<file path="src/rtl/tmr_scan_pkg.sv">
package tmr_scan_pkg;
  typedef enum logic [1:0] {
    PH_NORM = 2'd0,
    PH_CMP  = 2'd1,
    PH_REC  = 2'd2,
    PH_HALT = 2'd3
  } phase_e;
endpackage

</file>
<file path="src/rtl/tmr_bit_cnt.sv">
module tmr_bit_cnt #(
  parameter int CHAIN_LEN = 16,
  localparam int CW = (CHAIN_LEN > 2) ? $clog2(CHAIN_LEN) : 1
) (
  input  logic clk_i,
  input  logic rst_ni,
  input  logic clr_i,
  input  logic en_i,
  output logic last_o
);
  logic [CW-1:0] cnt_q;

  assign last_o = (cnt_q == CW'(CHAIN_LEN - 1));

  always_ff @(posedge clk_i or negedge rst_ni) begin
    if (!rst_ni)       cnt_q <= '0;
    else if (clr_i)    cnt_q <= '0;
    else if (en_i)     cnt_q <= cnt_q + 1'b1;
  end


  cnt_range_chk: assert property (@(posedge clk_i) disable iff (!rst_ni)
    cnt_q < CW'(CHAIN_LEN) || CHAIN_LEN == (1 << CW));
endmodule

</file>
<file path="src/rtl/tmr_odd_locator.sv">
module tmr_odd_locator (
  input  logic [2:0] bits_i,
  output logic [2:0] odd_o
);
  // a lane is odd when the other two agree and it differs from them
  always_comb begin
    odd_o[0] = (bits_i[1] == bits_i[2]) && (bits_i[0] != bits_i[1]);
    odd_o[1] = (bits_i[0] == bits_i[2]) && (bits_i[1] != bits_i[0]);
    odd_o[2] = (bits_i[0] == bits_i[1]) && (bits_i[2] != bits_i[0]);
  end


  odd_single_chk: assert final ($onehot0(odd_o));
endmodule

</file>
<file path="src/rtl/tmr_scan_route.sv">
module tmr_scan_route
  import tmr_scan_pkg::*;
#(
  parameter int LANES = 3
) (
  input  phase_e           phase_i,
  input  logic [LANES-1:0] mask_i,
  input  logic [LANES-1:0] so_i,
  output logic [LANES-1:0] se_o,
  output logic [LANES-1:0] si_o
);
  logic src_bit;

  // lowest-indexed clean lane feeds all marked lanes
  always_comb begin
    src_bit = 1'b0;
    for (int k = LANES - 1; k >= 0; k--) begin
      if (!mask_i[k]) src_bit = so_i[k];
    end
  end

  for (genvar g = 0; g < LANES; g++) begin : g_lane
    always_comb begin
      se_o[g] = (phase_i == PH_CMP) || (phase_i == PH_REC);
      si_o[g] = 1'b0;
      if (phase_i == PH_CMP)      si_o[g] = so_i[g];
      else if (phase_i == PH_REC) si_o[g] = mask_i[g] ? src_bit : so_i[g];
    end
  end
endmodule

</file>
<file path="src/rtl/tmr_scan_ctrl.sv">
module tmr_scan_ctrl
  import tmr_scan_pkg::*;
#(
  parameter int CHAIN_LEN = 16
) (
  input  logic       clk_i,
  input  logic       rst_ni,
  input  logic       err_req_i,
  input  logic       chkpt_i,
  input  logic [2:0] so_i,
  output logic [2:0] se_o,
  output logic [2:0] si_o,
  output logic [1:0] phase_o,
  output logic [2:0] fault_mask_o,
  output logic       halt_o
);
  phase_e     phase_q, phase_d;
  logic [2:0] mask_q, mask_d, odd, mask_acc;
  logic       last, req;

  assign req      = err_req_i | chkpt_i;
  assign mask_acc = mask_q | odd;

  tmr_bit_cnt #(.CHAIN_LEN(CHAIN_LEN)) u_cnt (
    .clk_i  (clk_i),
    .rst_ni (rst_ni),
    .clr_i  ((phase_q == PH_NORM) || (phase_q == PH_HALT) || last),
    .en_i   ((phase_q == PH_CMP) || (phase_q == PH_REC)),
    .last_o (last)
  );

  tmr_odd_locator u_loc (
    .bits_i (so_i),
    .odd_o  (odd)
  );

  tmr_scan_route #(.LANES(3)) u_route (
    .phase_i (phase_q),
    .mask_i  (mask_q),
    .so_i    (so_i),
    .se_o    (se_o),
    .si_o    (si_o)
  );

  always_comb begin
    phase_d = phase_q;
    mask_d  = mask_q;
    unique case (phase_q)
      PH_NORM: begin
        mask_d = '0;
        if (req) phase_d = PH_CMP;
      end
      PH_CMP: begin
        mask_d = mask_acc;
        if (last) begin
          if (mask_acc == 3'b000)      begin phase_d = PH_NORM; mask_d = '0; end
          else if (mask_acc == 3'b111) phase_d = PH_HALT;
          else                         phase_d = PH_REC;
        end
      end
      PH_REC: begin
        if (last) begin
          phase_d = PH_NORM;
          mask_d  = '0;
        end
      end
      PH_HALT: ;
      default: phase_d = PH_NORM;
    endcase
  end

  always_ff @(posedge clk_i or negedge rst_ni) begin
    if (!rst_ni) begin
      phase_q <= PH_NORM;
      mask_q  <= '0;
    end else begin
      phase_q <= phase_d;
      mask_q  <= mask_d;
    end
  end

  assign phase_o      = phase_q;
  assign fault_mask_o = mask_q;
  assign halt_o       = (phase_q == PH_HALT);


  req_enter_chk: assert property (@(posedge clk_i) disable iff (!rst_ni)
    (phase_q == PH_NORM && req) |=> (phase_q == PH_CMP));

  rec_mask_chk: assert property (@(posedge clk_i) disable iff (!rst_ni)
    (phase_q == PH_REC) |-> (mask_q != 3'b000 && mask_q != 3'b111));

  halt_sticky_chk: assert property (@(posedge clk_i) disable iff (!rst_ni)
    halt_o |=> halt_o);

  halt_quiet_chk: assert property (@(posedge clk_i) disable iff (!rst_ni)
    halt_o |-> (se_o == 3'b000));

  mask_clear_chk: assert property (@(posedge clk_i) disable iff (!rst_ni)
    (phase_q == PH_NORM) |=> (phase_q != PH_NORM || mask_q == 3'b000));
endmodule

</file>
<file path="config.mk">
export PLATFORM = sky130hd
export DESIGN_NAME = tmr_scan_ctrl
export DESIGN_NICKNAME = d
export VERILOG_FILES = /design/src/rtl/tmr_scan_pkg.sv /design/src/rtl/tmr_bit_cnt.sv /design/src/rtl/tmr_odd_locator.sv /design/src/rtl/tmr_scan_route.sv /design/src/rtl/tmr_scan_ctrl.sv
export SDC_FILE = /design/constraint.sdc
export NUM_CORES = 1
export LEC_CHECK = 0
export BUFFER_PORTS_ARGS = -buffer_cell sky130_fd_sc_hd__buf_2
export CAP_MARGIN = 40
export CORE_UTILIZATION = 40
export CTS_BUF_LIST = sky130_fd_sc_hd__clkbuf_4 sky130_fd_sc_hd__clkbuf_8
export CTS_CLUSTER_DIAMETER = 60
export DETAILED_ROUTE_END_ITERATION = 7
export GPL_TIMING_DRIVEN = 0
export PLACE_DENSITY = 0.69
export SLEW_MARGIN = 10
export SYNTH_ARGS = -nofsm -noshare
export SYNTH_HDL_FRONTEND = slang
export SYNTH_SLANG_ARGS = --single-unit
</file>
<file path="constraint.sdc">
create_clock -name clk_i -period 2.15 [get_ports clk_i]
set_input_delay 0 -clock clk_i [delete_from_list [all_inputs] [get_ports clk_i]]
set_output_delay 0 -clock clk_i [all_outputs]
set_load 0.1 [all_outputs]
</file>
==> run metrics, run 1 <==
Yosys cell types 32; clock buffer depth 2; global placer's final weighted congestion just over 0.8; dpl hpwl around 1200 µm; Num CTS Buffers 3; Critical Path AT just under 2 ns; fin crit period just under 2 ns; Worst-Skew Late Latency about 0.27 ns; non-filler cells, final approximately 140; share of the synthesized area in the top cell type around 29%; Hold Path Class input pin to asynchronous set/reset pin; GRT overflow 0; die area between 2000 and 2500 µm²; Fin. Hold Viols 0; Yosys top cell by area dfrtp_1; Vert. Die Dim 46.22 µm; Final Instance Area ~930 µm²; commonest non-fill, non-tap cell in the layout buf_2; Fin Setup TNS 0 ns; diodes inserted 0; post-placement cell count between 100 and 150; commonest cells after routing, fill and taps aside buf_2, inv_1, a21oi_1, dfrtp_1; fin crit share around 92%; clock-pin slew on the worst setup and hold paths about 0.06 ns; CP required ~2.2 ns; synthesis-to-finish area growth 19.36%; final wirelength between 1500 and 2000 µm; main area contributors after synthesis dfrtp_1, ha_1, a21oi_1, inv_1, o22ai_1; max-slew violations 0; Yosys warnings 0; post-CTS setup buffers 0; Initial Util 43.86%; routed len/inst 11.71 µm; worst hold-check slack between 0.1 and 0.15 ns; total of max-cap violations 0; DRC violations left 0; CP startpoint kind flop; vias per cell between 5 and 6; core area around 1800 µm²; worst-margin pin slew 0.4896 ns; All-Layer GR Usage between 10% and 20%; maximum fanout along the worst path 10; Netlist Area Pre-Place around 780 µm²; remaining antenna violation count 0; drt first pass iters 4; CTS tree built; Synth Instances 89; flop and latch count out of synthesis 9; layout cell share with drive strength beyond 1 approximately a third; Avg Inst Size Synth 8.787 µm²; Setup Viol. Count Final 0; syn_nets 102; fmax approximately 510 MHz; Sink Count 9; placed cell areas 895.9 µm²; H-tree depth 1; Chip Width ~46 µm; max_slew headroom roughly two thirds; reg2reg path depth 6; Worst Skew 0.008701 ns; Worst Setup End Kind primary output; I/O pins 19; initial drt markers 12; Via Count approximately 710; Fillers ~170; WS Path Type flop to primary output; row cnt 15; largest net degree at the start of global routing 11; IO Port Bufs 16; CTS Root Cell clkbuf_4; first-pass GRT wire length roughly 2500 µm; nets@finish about 120; initial antenna violation count 0; number of global-route vias before repair approximately 600; status completed; RSZ-0062 raised after global routing no; register area share after synthesis between 20% and 30%
flip-flops by register name, summed over array words and instances (netlist names):
signal and flops:
u_cnt.cnt_q 4, fault_mask_o 3, phase_o 2
critical path: stages (launching register included):
cell and delay [ns]:
dfrtp_2 0.40, inv_1 0.08, ha_1 0.20, buf_2 0.19
nand2b_1 0.15, o22ai_1 0.14, a22o_2 0.15, buf_2 0.41
metal layers:
metal	up-vias	track usage [%]	wire, µm	share of wire (%)
met2	21	24.79	717	45
met3	2	5.882	90	5.7
met4	0	7.059	12	0.76
li1	358	-	-	-
met1	324	22.17	761	48
met5	-	0	0	0
final timing paths:
check	startpoint	endpoint	slack [ns]
max	phase_o[1]	si_o[2]	0.17
min	rst_ni	u_cnt.cnt_q[1]	0.10
max reg2reg	phase_o[1]	phase_o[0]	0.45
min reg2reg	u_cnt.cnt_q[0]	u_cnt.cnt_q[0]	0.49
max in group asynchronous	rst_ni	phase_o[1]	1.86
min in group clk_i	so_i[2]	fault_mask_o[1]	0.14
cell usage after synthesis, drive strengths merged:
master   number
and3b         3
nand2         2
nand3         2
nor3          3
nand4         1
a221oi        1
o22ai         5
or2           1
o31ai         1
a21oi         8
and2b         1
nand2b        3
a41o          1
a31o          1
a22o          3
o2111ai       1
inv           9
o21ai         4
nor3b         2
nor2b         3
xor2          1
nor2          6
and2          2
a2111oi       1
buf           7
mux2i         1
dfrtp         9
and3          1
ha            6
metrics by stage:
stage | utilization [%] | worst slack (ns)
final | 52.35 | 0.1705
after global routing | 52.35 | 0.03328
after CTS | 52.35 | 0.1566
after floorplan | - | 0.1591
after global placement | 50.25 | 0.4900
after detailed placement | 50.25 | 0.4507
timing repair:
action / 4_1_cts / 5_1_grt
hold buffers: 1 / 0
gates resized for setup: 0 / 0
hold endpoints to repair: 9 / 0
area by class of cell:
type / instances / area [µm²] / area share (%)
multi-input cells: 64 / 478.0 / 51.21
flip-flops and latches: 9 / 227.7 / 24.40
repair buffers: 17 / 90.09 / 9.651
plain buffers: 7 / 45.04 / 4.826
inverters: 9 / 33.78 / 3.619
well taps: 25 / 31.28 / 3.351
clock buffers: 3 / 22.52 / 2.413
clock inverters: 1 / 5.005 / 0.5362
cells by family after synthesis:
logic type,count (synthesis),share of synthesized area [%]
and+or+nand+nor,30,24.64
AOI/OAI and AO/OA,26,24.48
DFF,9,28.80
muxes,1,1.280
adders and majority gates,6,9.600
xor gates and xnor gates,1,1.120
buffers and inverters,16,10.08
Power of run 1 is left out: the tool's default activity adds up to more than one toggle a clock period on the data nets, which glitch-free logic cannot reach.
==> inputs of run 2 (changes only) <==
--- a/config.mk
+++ b/config.mk
@@ -7,6 +7,7 @@
 export LEC_CHECK = 0
 export BUFFER_PORTS_ARGS = -buffer_cell sky130_fd_sc_hd__buf_2
 export CAP_MARGIN = 40
+export CORE_MARGIN = 2
 export CORE_UTILIZATION = 40
 export CTS_BUF_LIST = sky130_fd_sc_hd__clkbuf_4 sky130_fd_sc_hd__clkbuf_8
 export CTS_CLUSTER_DIAMETER = 60
==> run 2 against run 1 <==
  * Routed wire length up 0.19%
  * First-iteration DRC count down 33%
  * Flip-flop and latch count unchanged
  * Global-route usage down 2.0 points
  * Core utilization up 0.14 points
  * Hold slack better by 0.0090 ns
  * Clock skew down 0.0079 ns
  * Final cell count unchanged
==> run metrics, run 2 (synthesis results as in run 1) <==
CP startpoint kind flop; Fin. Hold Viols 0; maximum fanout along the worst path 10; Worst Setup End Kind primary output; max-slew violations 0; Max stage delay on crit path roughly 0.4 ns; Via Count 707; diodes inserted 0; largest net degree at the start of global routing 11; row cnt 15; initial drt markers 8; nets@finish approximately 120; DRC violations left 0; CTS tree built; fin crit period ~2 ns; fmax a little under 500 MHz; commonest non-fill, non-tap cell in the layout buf_2; Critical path origin phase_o[1]; Fillers roughly 180; critical path's top delay family buffers and inverters; worst reg2reg path endpoint phase_o[1]; CP required between 2 and 2.5 ns; status completed; max FFs per register 4; worst-margin pin slew slightly below 0.5 ns; Initial Util ~44%; GRT overflow 0; CP endpoint si_o[1]; Hold Path Class input pin to asynchronous set/reset pin; layout cell share with drive strength beyond 1 32.73%; vias per cell 5.237; first-pass GRT wire length 2394 µm; RSZ-0062 raised after global routing no; worst reg-to-reg setup slack around 0.47 ns; final wirelength 1584 µm; die area 2325 µm²; I/O pins 19; Fin Setup TNS 0 ns; Worst-Skew Late Latency roughly 0.25 ns; Setup Viol. Count Final 0; reg2reg path depth 6; IO Port Bufs 16; Levels on crit path 7; core area about 1800 µm²; Critical Path AT about 2 ns; WP buf/inv 3; utilization after layout 52.49%; worst-path cell chain inv_1, ha_1, buf_2, nand2b_1, o22ai_1, a22o_2, buf_2; fin crit share between 90% and 100%; R2R Path Start phase_o[0]; number of global-route vias before repair 617; All-Layer GR Usage 14.86%; H-tree depth 1; Sink Count 9; non-filler cells, final ~140; routed len/inst between 10 and 15 µm; clock buffer depth 2; initial antenna violation count 0; WS Path Type flop to primary output; synthesis-to-finish area growth 19.68%; Worst Skew 0.0007525 ns; largest reg by FF count u_cnt.cnt_q; commonest cells after routing, fill and taps aside buf_2, inv_1, a21oi_1, dfrtp_1; remaining antenna violation count 0; max_slew headroom about 68%; CTS Root Cell clkbuf_4; total of max-cap violations 0; global placer's final weighted congestion 0.8293; Crit path top cell by count buf_2; slowest CP cell buf_2; Chip Width around 48 µm; clock-pin slew on the worst setup and hold paths 0.06 ns; Vert. Die Dim slightly below 50 µm; post-placement cell count 130; dpl hpwl roughly 1200 µm; drt first pass iters 4; Num CTS Buffers 3
run 2: changes by cell type in the layout (fill, tap and decap cells not counted):
cell / delta
clkbuf_4: +1
clkinv_2: -1
run 2: stage by stage:
step	area [µm²]	setup slack [ns]	hold WS, ns
floorplan	784.5	0.1591	-0.2956
global placement	895.9	0.4853	-0.1413
detailed placement	895.9	0.4173	-0.1405
CTS	935.9	0.1301	0.1062
global route	935.9	0.06444	0.1428
finish	935.9	0.1368	0.1133
run 2: cell type report:
cell class | instances | area (µm²) | share of cell area, %
Multi-Input combinational cell | 64 | 478.0 | 51.07
Sequential cell | 9 | 227.7 | 24.33
Inverter | 9 | 33.78 | 3.610
Tap cell | 25 | 31.28 | 3.342
Timing Repair Buffer | 17 | 90.09 | 9.626
Clock buffer | 4 | 30.03 | 3.209
Buffer | 7 | 45.04 | 4.813
run 2: worst min-delay path by stage:
stage                 start               to  slack, ns  depth (start not counted)
detailed placement   rst_ni   u_cnt.cnt_q[1]      -0.14                          1
finish               rst_ni   u_cnt.cnt_q[0]       0.11                          2
global placement     rst_ni   u_cnt.cnt_q[0]      -0.14                          1
global route         rst_ni   u_cnt.cnt_q[0]       0.14                          2
CTS                 so_i[2]  fault_mask_o[1]       0.11                          3
floorplan            rst_ni  fault_mask_o[0]      -0.30                          0
run 2: what timing repair did:
item,in CTS,in global routing
hold endpoints to repair,9,0
hold buffers,1,0
resized for setup,0,0
buffers inserted,0,0
run 2: metal layers:
layer / part of all wire (%) / GRT usage (%) / vias up
li1: - / - / 355
met1: 47 / 17.62 / 330
met5: 0 / 0 / -
met3: 5.1 / 4.444 / 2
met2: 47 / 25.00 / 20
met4: 0.63 / 5.946 / 0
Power of run 2 is left out for the same reason.
==> inputs of run 3 (changes only) <==
--- a/config.mk
+++ b/config.mk
@@ -14,6 +14,7 @@
 export DETAILED_ROUTE_END_ITERATION = 7
 export GPL_TIMING_DRIVEN = 0
 export PLACE_DENSITY = 0.69
+export SETUP_SLACK_MARGIN = 0.5
 export SLEW_MARGIN = 10
 export SYNTH_ARGS = -nofsm -noshare
 export SYNTH_HDL_FRONTEND = slang
==> run 3 against run 2 <==
  * Via count up 9.5%
  * Count of clock-buffer cells in the layout unchanged
  * Clock skew up 0.00082 ns
  * Flip-flop and latch count unchanged
  * Final cell count up 8.1%
  * Critical endpoint is now phase_o[1]
==> run metrics, run 3 (synthesis results as in run 1) <==
All-Layer GR Usage a little under a fifth; Setup Viol. Count Final 0; Via Count about 770; drt first pass iters 4; H-tree depth 1; fmax slightly below 600 MHz; non-filler cells, final roughly 150; post-placement cell count between 100 and 150; routed len/inst 13.87 µm; fin crit share between 80% and 90%; final wirelength approximately 2000 µm; die area approximately 2300 µm²; Hold Path Class input pin to asynchronous set/reset pin; RSZ-0062 raised after global routing yes; fin crit period 1.723 ns; row cnt 15; core area between 1500 and 2000 µm²; Worst Skew roughly 0.0016 ns; worst-margin pin slew slightly below 0.5 ns; Worst Setup End Kind flop; I/O pins 19; max_slew headroom about 67%; vias per cell 5.301; worst hold-check slack roughly 0.11 ns; DRC violations left 0; commonest cells after routing, fill and taps aside buf_4, buf_2, a21oi_1, inv_1, nor2_1; Fin Setup TNS 0 ns; first-pass GRT wire length a little over 3000 µm; maximum fanout along the worst path 5; max-slew violations 0; dpl hpwl 1246 µm; diodes inserted 0; Sink Count 9; nets@finish ~140; Worst-Skew Late Latency roughly 0.26 ns; global placer's final weighted congestion slightly above 0.8; number of global-route vias before repair between 600 and 700; layout cell share with drive strength beyond 1 a little under half; slowest CP cell dfrtp_4; IO Port Bufs 16; WS Path Type flop to flop; Initial Util 43.86%; CTS Root Cell clkbuf_4; GRT overflow 0; worst-path cell chain buf_6, ha_4, or2_4, a221oi_4, nor2_1, a41o_1; largest net degree at the start of global routing 11; largest reg by FF count u_cnt.cnt_q; commonest non-fill, non-tap cell in the layout buf_4; total of max-cap violations 0; Chip Width 48.22 µm; CTS tree built; initial antenna violation count 0; utilization after layout between 60% and 70%; initial drt markers 26; CP startpoint kind flop; Num CTS Buffers 3; Critical Path AT 1.87 ns; remaining antenna violation count 0; Max stage delay on crit path about 0.49 ns; synthesis-to-finish area growth 47.84%; clock buffer depth 2; Vert. Die Dim 48.22 µm; Fillers about 140; Fin. Hold Viols 0; clock-pin slew on the worst setup and hold paths roughly 0.060 ns; max FFs per register 4; CP required between 2 and 2.5 ns; status completed
run 3: changes by cell type in the layout (fill, tap and decap cells not counted), moves of 3 or more:
| cell | change |
|---|---|
| buf_4 | +13 |
| ha_1 | -3 |
| buf_2 | -7 |
| buf_12 | +3 |
| a22o_2 | -3 |
| a22o_4 | +3 |
| dfrtp_1 | -3 |
run 3: path summary, 6_finish.rpt:
check | startpoint | to | slack, ns | cells after the start
min in group clk_i | so_i[2] | fault_mask_o[1] | 0.12 | 3
max in group asynchronous | rst_ni | phase_o[1] | 1.84 | 2
max reg2reg | phase_o[1] | phase_o[1] | 0.43 | 6
min | rst_ni | u_cnt.cnt_q[1] | 0.11 | 2
max | phase_o[1] | phase_o[1] | 0.43 | 6
min reg2reg | u_cnt.cnt_q[0] | u_cnt.cnt_q[0] | 0.49 | 1
run 3: through the flow:
step	cell area, µm²	setup WS [ns]
final	1156	0.4271
after global placement	940.9	0.3764
after CTS	1090	0.4266
after detailed placement	940.9	0.3760
after floorplan	829.5	0.4155
after global routing	1156	0.3885
run 3: metal layers:
metal  wire length (µm)  GRT usage (%)  vias to the layer above  share of wire (%)
met5                  0              0                        -                  0
met4                 16          4.324                        0               0.79
met3                 77          4.444                        2                3.8
met2                998          31.32                       21                 49
met1                933          25.34                      374                 46
li1                   -              -                      377                  -
run 3: worst max-delay path, delay by kind of cell, from the launching register on:
family | cells | cell delay [ns]
AO/OA/AOI/OAI | 2 | 0.50
adder cells (fa/ha/maj) | 1 | 0.16
buffers and inverters | 1 | 0.14
flip-flops | 1 | 0.49
AND/OR/NAND/NOR | 2 | 0.32
run 3: repair_timing:
| item | 4_1_cts | 5_1_grt |
|---|---|---|
| resized for setup | 17 | 7 |
| hold endpoints to repair | 9 | 0 |
| pin swaps | 0 | 5 |
| endpoints found under the setup margin | 7 | 9 |
| buffers inserted | 7 | 4 |
| hold buffers | 1 | 0 |
run 3: cell type report:
type / instances / area (µm²) / share of cell area (%)
clock buffers: 4 / 30.03 / 2.597
plain buffers: 7 / 51.30 / 4.437
well taps: 25 / 31.28 / 2.706
repair buffers: 28 / 229.0 / 19.81
inverters: 9 / 36.28 / 3.139
flip-flops and latches: 9 / 236.5 / 20.45
multi-input cells: 64 / 541.8 / 46.86
Power of run 3 is left out for the same reason.
